$ cat src/rtl/mem_loader_pkg.sv
`timescale 1ns/1ps
// Shared encodings for the configuration memory loader.
// Assumes a 2-bit register select on the host side.
package mem_loader_pkg;
    typedef enum logic [1:0] {
        SEL_PTR  = 2'd0,
        SEL_LOW  = 2'd1,
        SEL_HIGH = 2'd2,
        SEL_STAT = 2'd3
    } reg_sel_e;

    // Mode bit positions within the pointer register (index into the mode vector)
    localparam int MODE_LOW_WR  = 2;   // host bit 31
    localparam int MODE_HIGH    = 1;   // host bit 30
    localparam int MODE_LOW_RD  = 0;   // host bit 29
    localparam int MODE_W       = 3;
endpackage

$ cat src/rtl/loader_pointer.sv
`timescale 1ns/1ps
// Word pointer with wrap detection.
// Loads a start address, steps by one on request, wraps to zero after the
// last location and keeps a sticky wrap flag until the next load.
// Assumes load and step are never high together.
module loader_pointer #(
    parameter int ADDR_W    = 20,
    parameter int NUM_WORDS = 'h80000
) (
    input  logic              clk,
    input  logic              rst_n,
    input  logic              load,
    input  logic [ADDR_W-1:0] load_addr,
    input  logic              step,
    output logic [ADDR_W-1:0] addr,
    output logic              wrapped
);
    localparam logic [ADDR_W-1:0] LAST = ADDR_W'(NUM_WORDS - 1);

    // Pointer register and sticky wrap flag
    always_ff @(posedge clk) begin
        if (!rst_n) begin
            addr    <= '0;
            wrapped <= 1'b0;
        end else if (load) begin
            addr    <= load_addr;
            wrapped <= 1'b0;
        end else if (step) begin
            if (addr >= LAST) begin
                addr    <= '0;
                wrapped <= 1'b1;
            end else begin
                addr    <= addr + 1'b1;
            end
        end
    end
endmodule

$ cat src/rtl/loader_ctrl.sv
`timescale 1ns/1ps
// Access decoder and mode register.
// Turns host strobes into memory enables, lane masks, pointer loads and
// pointer steps according to the stored stepping modes.
// Assumes host_wr and host_rd are mutually exclusive.
module loader_ctrl
    import mem_loader_pkg::*;
(
    input  logic              clk,
    input  logic              rst_n,
    input  logic              host_wr,
    input  logic              host_rd,
    input  logic [1:0]        host_sel,
    input  logic [MODE_W-1:0] mode_wdata,
    output logic [MODE_W-1:0] mode,
    output logic              ptr_load,
    output logic              ptr_step,
    output logic              mem_en,
    output logic              mem_we,
    output logic [1:0]        mem_wmask
);
    reg_sel_e sel;
    logic     is_low, is_high;

    assign sel     = reg_sel_e'(host_sel);
    assign is_low  = (sel == SEL_LOW);
    assign is_high = (sel == SEL_HIGH);

    // Stepping-mode register, written with the pointer
    always_ff @(posedge clk) begin
        if (!rst_n)
            mode <= '0;
        else if (ptr_load)
            mode <= mode_wdata;
    end

    // Decode of the current host access
    always_comb begin
        ptr_load  = host_wr && (sel == SEL_PTR);
        mem_en    = (host_wr || host_rd) && (is_low || is_high);
        mem_we    = host_wr && (is_low || is_high);
        mem_wmask = {host_wr && is_high, host_wr && is_low};
        ptr_step  = (host_wr && is_low && mode[MODE_LOW_WR])
                 || (host_rd && is_low && mode[MODE_LOW_RD])
                 || ((host_wr || host_rd) && is_high && mode[MODE_HIGH]);
    end
endmodule

$ cat src/rtl/loader_readback.sv
`timescale 1ns/1ps
// Read return path.
// Registers the selected register word and the port choice at the read
// strobe, then presents either that word or the SRAM output one cycle later.
// Assumes the SRAM delivers read data on the edge after its enable.
module loader_readback
    import mem_loader_pkg::*;
#(
    parameter int DATA_W = 32
) (
    input  logic                clk,
    input  logic                rst_n,
    input  logic                host_rd,
    input  logic [1:0]          host_sel,
    input  logic [DATA_W-1:0]   ptr_word,
    input  logic [DATA_W-1:0]   stat_word,
    input  logic [2*DATA_W-1:0] mem_rdata,
    output logic [DATA_W-1:0]   host_rdata,
    output logic                host_rvalid
);
    reg_sel_e          sel_q;
    logic [DATA_W-1:0] word_q;

    // Capture the access type and register word at the read strobe
    always_ff @(posedge clk) begin
        if (!rst_n) begin
            host_rvalid <= 1'b0;
            sel_q       <= SEL_PTR;
            word_q      <= '0;
        end else begin
            host_rvalid <= host_rd;
            if (host_rd) begin
                sel_q  <= reg_sel_e'(host_sel);
                word_q <= (reg_sel_e'(host_sel) == SEL_PTR) ? ptr_word : stat_word;
            end
        end
    end

    // Select the returned word
    always_comb begin
        case (sel_q)
            SEL_LOW:  host_rdata = mem_rdata[DATA_W-1:0];
            SEL_HIGH: host_rdata = mem_rdata[2*DATA_W-1:DATA_W];
            default:  host_rdata = word_q;
        endcase
    end
endmodule

$ cat src/rtl/mem_loader.sv
`timescale 1ns/1ps
// Configuration memory loader top.
// Host register front end over a 64-bit synchronous SRAM: one pointer
// register with stepping modes, a low and a high 32-bit data port, and a
// status word with consumer ready and sticky wrap flag.
// Assumes one host strobe per cycle and a one-cycle SRAM read latency.
module mem_loader
    import mem_loader_pkg::*;
#(
    parameter int DATA_W    = 32,
    parameter int ADDR_W    = 20,
    parameter int NUM_WORDS = 'h80000
) (
    input  logic                clk,
    input  logic                rst_n,
    input  logic                host_wr,
    input  logic                host_rd,
    input  logic [1:0]          host_sel,
    input  logic [DATA_W-1:0]   host_wdata,
    output logic [DATA_W-1:0]   host_rdata,
    output logic                host_rvalid,
    input  logic                ready_in,
    output logic                mem_en,
    output logic                mem_we,
    output logic [1:0]          mem_wmask,
    output logic [ADDR_W-1:0]   mem_addr,
    output logic [2*DATA_W-1:0] mem_wdata,
    input  logic [2*DATA_W-1:0] mem_rdata
);
    localparam int PTR_PAD  = DATA_W - MODE_W - ADDR_W;
    localparam int STAT_PAD = DATA_W - 2;

    logic [MODE_W-1:0] mode;
    logic              ptr_load, ptr_step, wrapped;
    logic [DATA_W-1:0] ptr_word, stat_word;

    loader_ctrl u_ctrl (
        .clk        (clk),
        .rst_n      (rst_n),
        .host_wr    (host_wr),
        .host_rd    (host_rd),
        .host_sel   (host_sel),
        .mode_wdata (host_wdata[DATA_W-1 -: MODE_W]),
        .mode       (mode),
        .ptr_load   (ptr_load),
        .ptr_step   (ptr_step),
        .mem_en     (mem_en),
        .mem_we     (mem_we),
        .mem_wmask  (mem_wmask)
    );

    loader_pointer #(.ADDR_W(ADDR_W), .NUM_WORDS(NUM_WORDS)) u_ptr (
        .clk       (clk),
        .rst_n     (rst_n),
        .load      (ptr_load),
        .load_addr (host_wdata[ADDR_W-1:0]),
        .step      (ptr_step),
        .addr      (mem_addr),
        .wrapped   (wrapped)
    );

    // Register words presented to the read path
    assign ptr_word  = {mode, {PTR_PAD{1'b0}}, mem_addr};
    assign stat_word = {ready_in, {STAT_PAD{1'b0}}, wrapped};

    // Host word driven on both lanes; the mask picks the lane written
    assign mem_wdata = {host_wdata, host_wdata};

    loader_readback #(.DATA_W(DATA_W)) u_rb (
        .clk         (clk),
        .rst_n       (rst_n),
        .host_rd     (host_rd),
        .host_sel    (host_sel),
        .ptr_word    (ptr_word),
        .stat_word   (stat_word),
        .mem_rdata   (mem_rdata),
        .host_rdata  (host_rdata),
        .host_rvalid (host_rvalid)
    );
endmodule

$ cat config.mk
export PLATFORM = sky130hd
export DESIGN_NAME = mem_loader
export DESIGN_NICKNAME = d
export VERILOG_FILES = /design/src/rtl/mem_loader_pkg.sv /design/src/rtl/loader_pointer.sv /design/src/rtl/loader_ctrl.sv /design/src/rtl/loader_readback.sv /design/src/rtl/mem_loader.sv
export SDC_FILE = /design/constraint.sdc
export NUM_CORES = 1
export LEC_CHECK = 0
export BUFFER_PORTS_ARGS = -buffer_cell sky130_fd_sc_hd__clkbuf_2
export CAP_MARGIN = 5
export CORE_MARGIN = 2
export CORE_UTILIZATION = 50
export DETAILED_ROUTE_END_ITERATION = 10
export HOLD_SLACK_MARGIN = 0.15
export PLACE_DENSITY = 0.88
export SYNTH_ARGS = -nofsm -noshare
export SYNTH_HDL_FRONTEND = slang
export SYNTH_HIERARCHICAL = 1
export SYNTH_SLANG_ARGS = --single-unit
$ cat constraint.sdc
create_clock -name clk -period 5.2 [get_ports clk]
set_input_delay 0 -clock clk [delete_from_list [all_inputs] [get_ports clk]]
set_output_delay 0 -clock clk [all_outputs]
set_load 0.01 [all_outputs]
# == Yosys cells after proc, flatten, opt, wreduce, memory -nomap -nowiden ==
# Cells that the tools add are included.
# totals
regBits,59
in_bits,103
# op_classes
n_addsub,1
magnitude_cmp,1
eq_ne,4
muxes,5
n_bitwise,1
reduce_logical,18
# ops
op,n
32-bit one-hot mux with 2 select lines,1
20-bit 2-to-1 mux,3
32-bit 2-to-1 mux,1
20-bit by 1-bit adder with 20-bit output (second input constant),1
20-bit by 19-bit greater-or-equal comparator with 1-bit output (second input constant),1
1-bit logical AND,10
2-bit by 1-bit == test with 1-bit output (second input constant),2
2-bit == test (second input constant),2
1-bit logical OR,4
2-bit logical NOT,1
2-bit AND reduction,1
2-bit nonzero test,1
2-bit OR reduction,1
1-bit NOT,1

# == Depth between registers and ports, before layout ==
# Gate-level depths: netlist of the first run.
# depth
depth_word,7
depth_mapped,11

# == Hierarchy ==
# The synthesis of the first run kept the hierarchy.
# by_module_without_submodules
mod,n_inst,cells_each,area_each_um2,seq_area_each_um2
loader_readback,1,305,2275.9,700.7
loader_pointer,1,161,1307.5,420.4
mem_loader,1,65,484.2,0.0
loader_ctrl,1,27,240.2,60.1

# == Worst setup path before layout of the first run ==
# Ideal clock, no wire load.
# synth_timing
kind,register to register
start,register u_ptr.addr[0]
end,register u_ptr.addr[12]
arrival_ns,1.657
t_required_ns,5.072
path_slack_ns,3.415
path_stages_with_launch,8
n_path_buf,1
synth_period_minus_slack_ns,1.785
path_cell_list,dfxtp_1 -> ha_1 -> nand4_2 -> nor2_4 -> a31oi_1 -> clkbuf_1 -> a221oi_1 -> nor2_1
# synth_via
elab_chain_cells,4
# synth_rtl
element,line_no,source
"start, declared",loader_pointer.sv:15,"output logic [ADDR_W-1:0] addr,"
"start signal, assigned",loader_pointer.sv:26,addr <= load_addr;
"start signal, assigned",loader_pointer.sv:33,addr <= addr + 1'b1;
20-bit by 1-bit adder with 20-bit output or 20-bit by 19-bit greater-or-equal comparator with 1-bit output (tied branches),"loader_pointer.sv:33, loader_pointer.sv:29",
20-bit 2-to-1 mux (*),loader_pointer.sv:29,if (addr >= LAST) begin
20-bit 2-to-1 mux (*),loader_pointer.sv:28,end else if (step) begin
20-bit 2-to-1 mux (*),loader_pointer.sv:25,end else if (load) begin
# Every way passes the cells marked *; elsewhere a longest branch is shown, timed or not. The select of a mux whose other input is x is not followed.
# A chain may end at the register's enable or synchronous reset.

# == Final worst setup path of the first run ==
# layout_timing
start,input host_sel[0]
end,register u_ptr.addr[15]
# layout_lines
element,line_no,source
"start, declared",mem_loader.sv:18,"input logic [1:0] host_sel,"
2-bit logical NOT (*),loader_ctrl.sv:39,ptr_load = host_wr && (sel == SEL_PTR);
1-bit logical AND (*),loader_ctrl.sv:39,
named net ptr_load,mem_loader.sv:34,"logic ptr_load, ptr_step, wrapped;"
20-bit 2-to-1 mux or 2-bit nonzero test (tied branches),--,
# The timed path passes the listed nets; every way through them passes the cells marked *.

==> metrics, run 1 <==
outcome=complete, no violations; WP buf/inv=2; setup violators final=0; Yosys top cell area share=0.2742; crit end category=register; Total Wirelength=12.44 mm; Slew @ Worst Pin=1.107 ns; # DRC=0; synthesized area=4308 um^2; DRT antenna net count=0; Synth Register Bits=59; Synth area leaders=dfxtp_1 27%, o21ai_0 12%, buf_4 12%; clk root buf=clkbuf_8; gp weighted congestion=0.8529; xor/xnor share of the synthesized area=0.01830; clock tree buffer depth=2; register clock-pin slew on the reported worst setup and hold paths=0.07 ns; core box area=roughly 8300 um^2; MaxCap Viol Count=0; initial antenna violation count=0; row count=33; Post-Layout Inst Area=about 5400 um^2; post-cts repair resize count=0; Sw Share=0.3140; largest family of logic cells by synthesized area=compound AO/OA/AOI/OAI gates; Final Cycle Share=0.5695; vias in the first global route=4,186; die width=approximately 97 um; Worst-Skew Late Latency=0.35 ns; Vias=4,618; Slew Viols, Final=0; fin nets=839; Combinational Power Share=0.243; maximum clock rate=around 0.34 GHz; first-pass GRT wire length=roughly 20 mm; final hold violation count=0; critical path fanouts, max=67; Setup crit start kind=input port; P&R area growth vs syn=25.33%; Pwr per Cell Area=227.2 nW/um^2; Leakage=roughly 2.4 nW; H-tree Lvls=3; Final Core Density=0.6505; Total GRT Usage=0.2546; die height=96.82 um; I/O pin count=224; NetSw=0.0003852 W; post-synth top area cell=dfxtp_1; ys async rst share=0; setup slack after layout=2.239 ns; fin crit period=2.961 ns; CTS Sinks=59; Post-Place Worst Slack=1.980 ns; post-CTS setup buffers=0; Final Skew=0.01159 ns; CTS buffer count=9; GR Overflow Total=0; Avg Inst Size Synth=7.720 um^2; Cell Chain, Critical Path=clkbuf_2 -> inv_1 -> ha_1 -> and2_1 -> nor2_1 -> nand2_1 -> a31oi_1 -> o21ai_0 -> a21oi_1; Worst Path Required=5.46 ns; routed len/inst=14.81 um; main flop type after synthesis=dfxtp_1; worst hold path type=in2reg; register area share after synthesis=0.2742; Slew HR=0.2622; buffers added on ports=~200; max incr delay on CP=0.83 ns; Slowest-stage cell, CP=a31oi_1; Pint=0.0008415 W; Initial Utilization=0.5191; CP Data Arrival Time=3.22 ns; Top delay family on crit path=compound AO/OA/AOI/OAI gates; RSZ-0062 raised after global routing=no; vias per inst=roughly 5.5; post-DP HPWL=8.746 mm; sequential share of power=0.415; Clock power frac=0.342; Post-Place Cell Area=4845 um^2; diode count=0; Synthesis Warnings=6; Synth Area in Adders=0.01743; cts hold-fix bufs=36; worst ir drop on vdd=139.6 uV; Die Area=9374 um^2; pin count of the biggest net entering global routing=71; DRC violation total after the first TritonRoute iteration=301; layout cells sized above 1=0.3075; post-synthesis mux area share=0.004647; first-pass detailed-route iteration total=5; EDFF count, synth=0; compound-cell area share of the yosys netlist=0.3029; kind of critical path=in2reg; Synth Area in Simple Gates=0.2001; CTS tree=yes; Mapped Cells=~560; Cell variety after synth=49; setup TNS=0 ns
==> worst min-delay path, stage by stage <==
cell	delay (ns)
clkbuf_2	0.08
buf_4	0.29
a31oi_1	0.19
==> cell usage in the layout, fill, tap and decap left out, types with 6 or more instances in the layout <==
| master | count |
|---|---|
| a21oi_1 | 13 |
| a221oi_1 | 9 |
| a22oi_1 | 33 |
| a31oi_1 | 38 |
| and3_1 | 10 |
| clkbuf_2 | 196 |
| clkbuf_8 | 10 |
| conb_1 | 39 |
| dfxtp_1 | 59 |
| dlygate4sd3_1 | 36 |
| ha_1 | 6 |
| inv_1 | 13 |
| nand2_1 | 36 |
| nand3_1 | 10 |
| nand4_1 | 6 |
| nor2_1 | 15 |
| o21ai_0 | 107 |
| or3b_1 | 33 |
==> final timing paths <==
kind,start,endpoint,slack (ns),cells past startpoint
worst max-delay path,host_sel[0],u_ptr/addr[15]$_SDFFE_PN0P_,2.24,9
worst min-delay path,host_rd,u_rb/word_q[18]$_SDFFE_PN0P_,0.26,3
worst max register to register,u_ctrl/mode[0]$_SDFFE_PN0P_,u_ptr/addr[10]$_SDFFE_PN0P_,2.51,6
worst min register to register,u_ptr/wrapped$_SDFFE_PP0P_,u_rb/word_q[0]$_SDFFE_PN0P_,0.52,2
==> layout make-up <==
cell class / count / area, um^2
clock inverter: 5 / 52.55
tap: 105 / 131.4
sequential: 59 / 1181
inverter: 13 / 48.80
multi-input combinational: 413 / 2487
timing repair buffer: 234 / 1356
fill: 740 / 2900
clock buffer: 11 / 141.4
==> synthesized netlist by cell type (all sizes together), types with 4 or more instances <==
library cell  number
o21a               5
a221oi             9
nor2              17
a21boi             4
o21ai            108
and2               5
nand4              8
and3              14
nand3             12
dfxtp             59
buf               77
xnor2              5
a22oi             33
a31oi             38
ha                 6
inv               13
clkbuf            33
nand2             36
xor2               4
or3b              33
a21oi             13
==> logic make-up (layout without fill, tap and decap cells) <==
family,after synthesis,after routing
flip-flops,59,59
adder cells (fa/ha/maj),6,6
other,1,39
AO/OA/AOI/OAI,217,217
buffers and inverters,124,263
AND/OR/NAND/NOR,140,140
multiplexers,2,2
XOR/XNOR,9,9
==> power groups by stage <==
stage	Clock (W)	Sequential (W)	Combinational, W
after floorplan	0	0.000511	0.000200
after global placement	0	0.000517	0.000263
after detailed placement	0	0.000518	0.000269
after CTS	0.000423	0.000508	0.000296
after global routing	0.000445	0.000513	0.000331
final	0.000420	0.000509	0.000298
==> metal layers <==
layer	wire (um)	track usage	vias to the layer above
met5	0	0	-
li1	-	-	2299
met2	5928	0.4241	224
met3	1068	0.04913	12
met1	5318	0.3338	2083
met4	125	0.07692	0
==> flip-flops by register name, indices dropped and copies added (netlist names) <==
signal,count
u_ptr/wrapped,1
u_ptr/addr,20
u_rb/word_q,32
u_rb/host_rvalid,1
u_rb/sel_q,2
u_ctrl/mode,3
==> through the flow <==
step | power, W | std cells | hold slack [ns]
3_3_place_gp | 0.0007802 | 788 | 0.0001427
3_5_place_dp | 0.0007873 | 788 | 0.0001427
2_1_floorplan | 0.0007111 | 596 | 0.09177
6_report | 0.001227 | 840 | 0.2570
5_1_grt | 0.001289 | 840 | 0.2817
4_1_cts | 0.001228 | 840 | 0.2448
No activity file was read; power rests on OpenSTA's default activity.
==> inputs of run 2 (changes only) <==
- CORE_UTILIZATION: 50 -> 47
- PLACE_DENSITY: 0.88 -> 0.84
- clock period: 5.2 -> 2.8 ns (I/O delays scaled with it)
==> metrics, run 2 (synthesized netlist as in run 1, its figures left out) <==
outcome=complete, no violations; RSZ-0062 raised after global routing=no; Pwr Total=0.002397 W; Setup crit start kind=register; Pwr per Cell Area=432.7 nW/um^2; Slew Viols, Final=0; worst hold path type=in2reg; row count=34; post-DP HPWL=8.932 mm; GR Overflow Total=0; vias in the first global route=4,128; CTS Sinks=59; hold_ws=around 0.17 ns; die height=99.74 um; DP Cell Count=between 700 and 800; vias per inst=around 5.4; Vias=4,649; Slowest-stage cell, CP=dlygate4sd3_1; Worst Path Required=approximately 3 ns; diode count=0; P&R area growth vs syn=28.58%; Die Area=between 9000 and 10,000 um^2; CTS buffer count=9; max reg flops=32; crit end category=register; most common cell after layout, fill and taps aside=clkbuf_2; most frequent cells in the layout=196 x clkbuf_2, 107 x o21ai_0, 59 x dfxtp_1; # DRC=0; Top delay family on crit path=compound AO/OA/AOI/OAI gates; worst ir drop on vdd=about 310 uV; first-pass detailed-route iteration total=4; maximum clock rate=0.3922 GHz; Post-Layout Inst Area=5539 um^2; final hold violation count=0; register clock-pin slew on the reported worst setup and hold paths=0.08 ns; Slew @ Worst Pin=between 0.8 and 0.9 ns; I/O pin count=224; fin nets=850; die width=approximately 100 um; met1 wire length=5.556 mm; clock tree buffer depth=2; CTS tree=yes; critical path fanouts, max=12; Reg with most FFs=u_rb/word_q; MaxCap Viol Count=0; Top Metal Used=met4; routed len/inst=14.79 um; routed length on met3=911 um; Worst-Skew Late Latency=0.34 ns; met2 routed WL=6.029 mm; setup violators final=0; Total Wirelength=~13 mm; fin crit period=roughly 2.5 ns; first-pass GRT wire length=19.71 mm; max incr delay on CP=0.56 ns; fill cell count=779; buffers added on ports=196; Cell Chain, Critical Path=ha_1 -> nand4_2 -> nor2_4 -> a31oi_2 -> a221oi_1 -> nor2_1 -> dlygate4sd3_1; Initial Utilization=0.4892; biggest regs=u_rb/word_q x32, u_ptr/addr x20, u_ctrl/mode x3; DRT antenna net count=0; Layout Cells excl Fill=854; setup TNS=0 ns; gp weighted congestion=0.8791; Post-Place Cell Area=roughly 4900 um^2; register area=roughly 1200 um^2; core box area=8806 um^2; DRC violation total after the first TritonRoute iteration=244; footprint of the multi-input gates=2496 um^2; Slew HR=0.4033; pin count of the biggest net entering global routing=roughly 70; Total GRT Usage=0.2425; Final Cycle Share=0.9106; Final Skew=0.01045 ns; layout cells sized above 1=0.3150; kind of critical path=reg2reg; WP buf/inv=1; Leakage=2.478 nW; CP Data Arrival Time=2.79 ns; H-tree Lvls=3; clk root buf=clkbuf_8; initial antenna violation count=0
[run 2: metrics by stage]
| step | util | worst slack (ns) |
|---|---|---|
| after floorplan | - | 1.015 |
| after global placement | 0.5560 | 0.5791 |
| after detailed placement | 0.5560 | 0.4432 |
| after CTS | 0.6283 | 0.1071 |
| after global routing | 0.6290 | 0.07403 |
| final | 0.6290 | 0.2504 |
[run 2: layout make-up]
| cell class | count | share of cell area |
|---|---|---|
| clock inverter | 6 | 0.01604 |
| multi-input combinational | 413 | 0.4506 |
| inverter | 13 | 0.008810 |
| clock buffer | 10 | 0.02485 |
| sequential | 59 | 0.2132 |
| timing repair buffer | 245 | 0.2620 |
| tap | 108 | 0.02440 |
[run 2: per-layer routing]
layer / vias to the layer above / global-route usage
li1: 2327 / -
met1: 2111 / 0.3143
met2: 196 / 0.4215
met3: 15 / 0.04076
met4: 0 / 0.05690
met5: - / 0
[run 2: worst reg2reg max path, delay by kind of cell, from the launching register on]
kind | cells | cell delay, ns
AOI/OAI and AO/OA | 2 | 0.66
DFF | 1 | 0.46
buffers and inverters | 1 | 0.56
adders and majority gates | 1 | 0.28
and+or+nand+nor | 3 | 0.50
[run 2: what timing repair did]
item,CTS,global route
hold buffers,41,0
endpoints found under the setup margin,0,6
hold endpoints to repair,42,0
resized for setup,0,1
setup buffers,0,0
[run 2: power breakdown]
part           switching [W]  total, W  internal [W]
Clock               0.000363  0.000888      0.000525
Sequential         0.0000518  0.000943      0.000891
Combinational       0.000317  0.000566      0.000249
Total               0.000732   0.00240       0.00166
[run 2: worst paths after layout]
check | startpoint | slack [ns] | depth (start not counted) | endpoint
worst min-delay path | host_wr | 0.17 | 3 | u_ctrl/mode[0]$_SDFFE_PN0P_
worst max register to register | u_ptr/addr[0]$_SDFFE_PN0P_ | 0.25 | 7 | u_ptr/addr[9]$_SDFFE_PN0P_
worst max-delay path | u_ptr/addr[0]$_SDFFE_PN0P_ | 0.25 | 7 | u_ptr/addr[9]$_SDFFE_PN0P_
worst min register to register | u_ptr/wrapped$_SDFFE_PP0P_ | 0.51 | 1 | u_ptr/wrapped$_SDFFE_PP0P_
==> inputs of run 3 (changes only) <==
- CORE_UTILIZATION: 47 -> 43
- PLACE_DENSITY: 0.84 -> 0.83
- SYNTH_HIERARCHICAL: 1 -> default
==> metrics, run 3 <==
DRT antenna net count=0; Initial Utilization=0.4373; final hold violation count=0; Slowest-stage cell, CP=dfxtp_1; main flop type after synthesis=dfxtp_1; WP buf/inv=0; Combinational Power Share=0.241; cts hold-fix bufs=36; register area share after synthesis=0.2993; max incr delay on CP=0.46 ns; P&R area growth vs syn=30.68%; Post-Place Worst Slack=0.6343 ns; Avg Inst Size Synth=8.020 um^2; Cell Chain, Critical Path=ha_1 -> nand3_1 -> nor4_4 -> a21oi_1 -> o211ai_2 -> o21ai_0; Total Wirelength=10.45 mm; hold_ws=0.1976 ns; most frequent cell after synthesis=buf_4; RSZ-0062 raised after global routing=no; register clock-pin slew on the reported worst setup and hold paths=0.09 ns; setup TNS=0 ns; fill cell count=677; Final Cycle Share=0.7899; row count=32; H-tree Lvls=2; synth cell count leaders=64 x buf_4, 51 x nand2_1, 50 x dfxtp_1; Clock power frac=0.301; # DRC=0; Synth Register Bits=50; Pwr per Cell Area=381.9 nW/um^2; Slew Viols, Final=0; initial antenna violation count=1; CTS tree=yes; buffers added on ports=196; kind of critical path=reg2reg; Sw Share=0.2909; die width=92.19 um; sequential share of power=0.459; CP Data Arrival Time=2.39 ns; CTS buffer count=5; Worst-Skew Late Latency=a little over 0.3 ns; CTS Sinks=50; Reg with most FFs=u_rb.word_q; post-CTS setup buffers=0; max reg flops=23; core box area=7647 um^2; fin nets=678; die height=92.19 um; crit end category=register; Synth area leaders=dfxtp_1 30%, buf_4 14%, a22oi_1 7.6%; Slew HR=0.5074; worst hold path type=in2reg; vias per inst=approximately 5.3; vias in the first global route=3,333; post-cts repair resize count=0; clock tree buffer depth=2; fin crit period=2.212 ns; MaxCap Viol Count=0; Final Core Density=0.5715; clk root buf=clkbuf_8; first-pass GRT wire length=16.19 mm; NetSw=0.0004856 W; pin count of the biggest net entering global routing=56; Pint=0.001184 W; Final Skew=0.004402 ns; Mapped Cells=around 420; Synthesis Warnings=0; Pwr Total=~0.0017 W; Cell variety after synth=49; biggest regs=u_rb.word_q x23, u_ptr.addr x20, u_ctrl.mode x3; worst ir drop on vdd=between 150 and 200 uV; I/O pin count=224; Total GRT Usage=0.2362; DRC violation total after the first TritonRoute iteration=273; ys async rst share=0; EDFF count, synth=0; setup violators final=0; most frequent cells in the layout=196 x clkbuf_2, 51 x nand2_1, 50 x dfxtp_1; Slew @ Worst Pin=0.7389 ns; post-synth top area cell=dfxtp_1; Setup crit start kind=register; first-pass detailed-route iteration total=4; Die Area=8499 um^2; maximum clock rate=approximately 0.45 GHz; most common cell after layout, fill and taps aside=clkbuf_2; outcome=complete, no violations; Yosys top cell area share=0.2993; layout cells sized above 1=0.3789; gp weighted congestion=0.8969; Top delay family on crit path=compound AO/OA/AOI/OAI gates; post-DP HPWL=a little under 8 mm; Leakage=2.012 nW; routed len/inst=15.52 um; Vias=3,576; GR Overflow Total=0; critical path fanouts, max=11; Net Count, Synth=526; setup slack after layout=0.5884 ns; Worst Path Required=2.98 ns; synthesized area=3344 um^2
## run 3: worst register-to-register path: stages (launching register included)
cell	delay, ns
dfxtp_1	0.46
ha_1	0.29
nand3_1	0.15
nor4_4	0.38
a21oi_1	0.18
o211ai_2	0.46
o21ai_0	0.17
## run 3: final cells by class
type | instances | area, um^2 | share of cell area
multi-input combinational | 269 | 1728 | 0.3954
inverter | 6 | 22.52 | 0.005153
timing repair buffer | 237 | 1379 | 0.3155
tap | 102 | 127.6 | 0.02920
clock inverter | 2 | 37.54 | 0.008589
sequential | 50 | 1001 | 0.2290
clock buffer | 6 | 72.57 | 0.01660
antenna | 1 | 2.502 | 0.0005726
## run 3: worst paths after layout
path	start	endpoint	slack [ns]	cells past startpoint
setup / recovery	u_ptr.addr[1]$_SDFFE_PN0P_	u_ptr.addr[11]$_SDFFE_PN0P_	0.59	6
hold / removal	rst_n	u_ptr.addr[17]$_SDFFE_PN0P_	0.20	3
setup reg to reg	u_ptr.addr[1]$_SDFFE_PN0P_	u_ptr.addr[11]$_SDFFE_PN0P_	0.59	6
hold reg to reg	u_rb.word_q[13]$_SDFFE_PN0P_	u_rb.word_q[13]$_SDFFE_PN0P_	0.49	1
## run 3: logic make-up (layout without fill, tap and decap cells)
group / Yosys count / count (layout) / synth area share
AOI/OAI and AO/OA: 126 / 126 / 0.2630
xor gates and xnor gates: 14 / 14 / 0.03666
DFF: 50 / 50 / 0.2993
and+or+nand+nor: 119 / 119 / 0.1826
buffers and inverters: 98 / 251 / 0.1841
adders and majority gates: 6 / 6 / 0.02245
other: 0 / 1 / 0
muxes: 4 / 4 / 0.01197
## run 3: routing by layer
metal	vias up	GRT usage	share of wire
met3	19	0.04355	0.077
li1	1735	-	-
met5	-	0	0
met4	0	0.09826	0.019
met1	1631	0.2862	0.41
met2	191	0.4099	0.49
## run 3: per-stage QoR
step,instances,area [um^2]
after detailed placement,628,3897
after global placement,628,3897
after floorplan,417,3344
final,673,4370
after CTS,672,4368
after global routing,673,4370
## run 3: power by group through the flow
stage          Clock, W  Combinational, W  Sequential, W
5_1_grt        0.000533          0.000442       0.000769
3_5_place_dp          0          0.000350       0.000781
2_1_floorplan         0          0.000249       0.000776
3_3_place_gp          0          0.000343       0.000778
6_report       0.000502          0.000402       0.000765
4_1_cts        0.000506          0.000400       0.000764
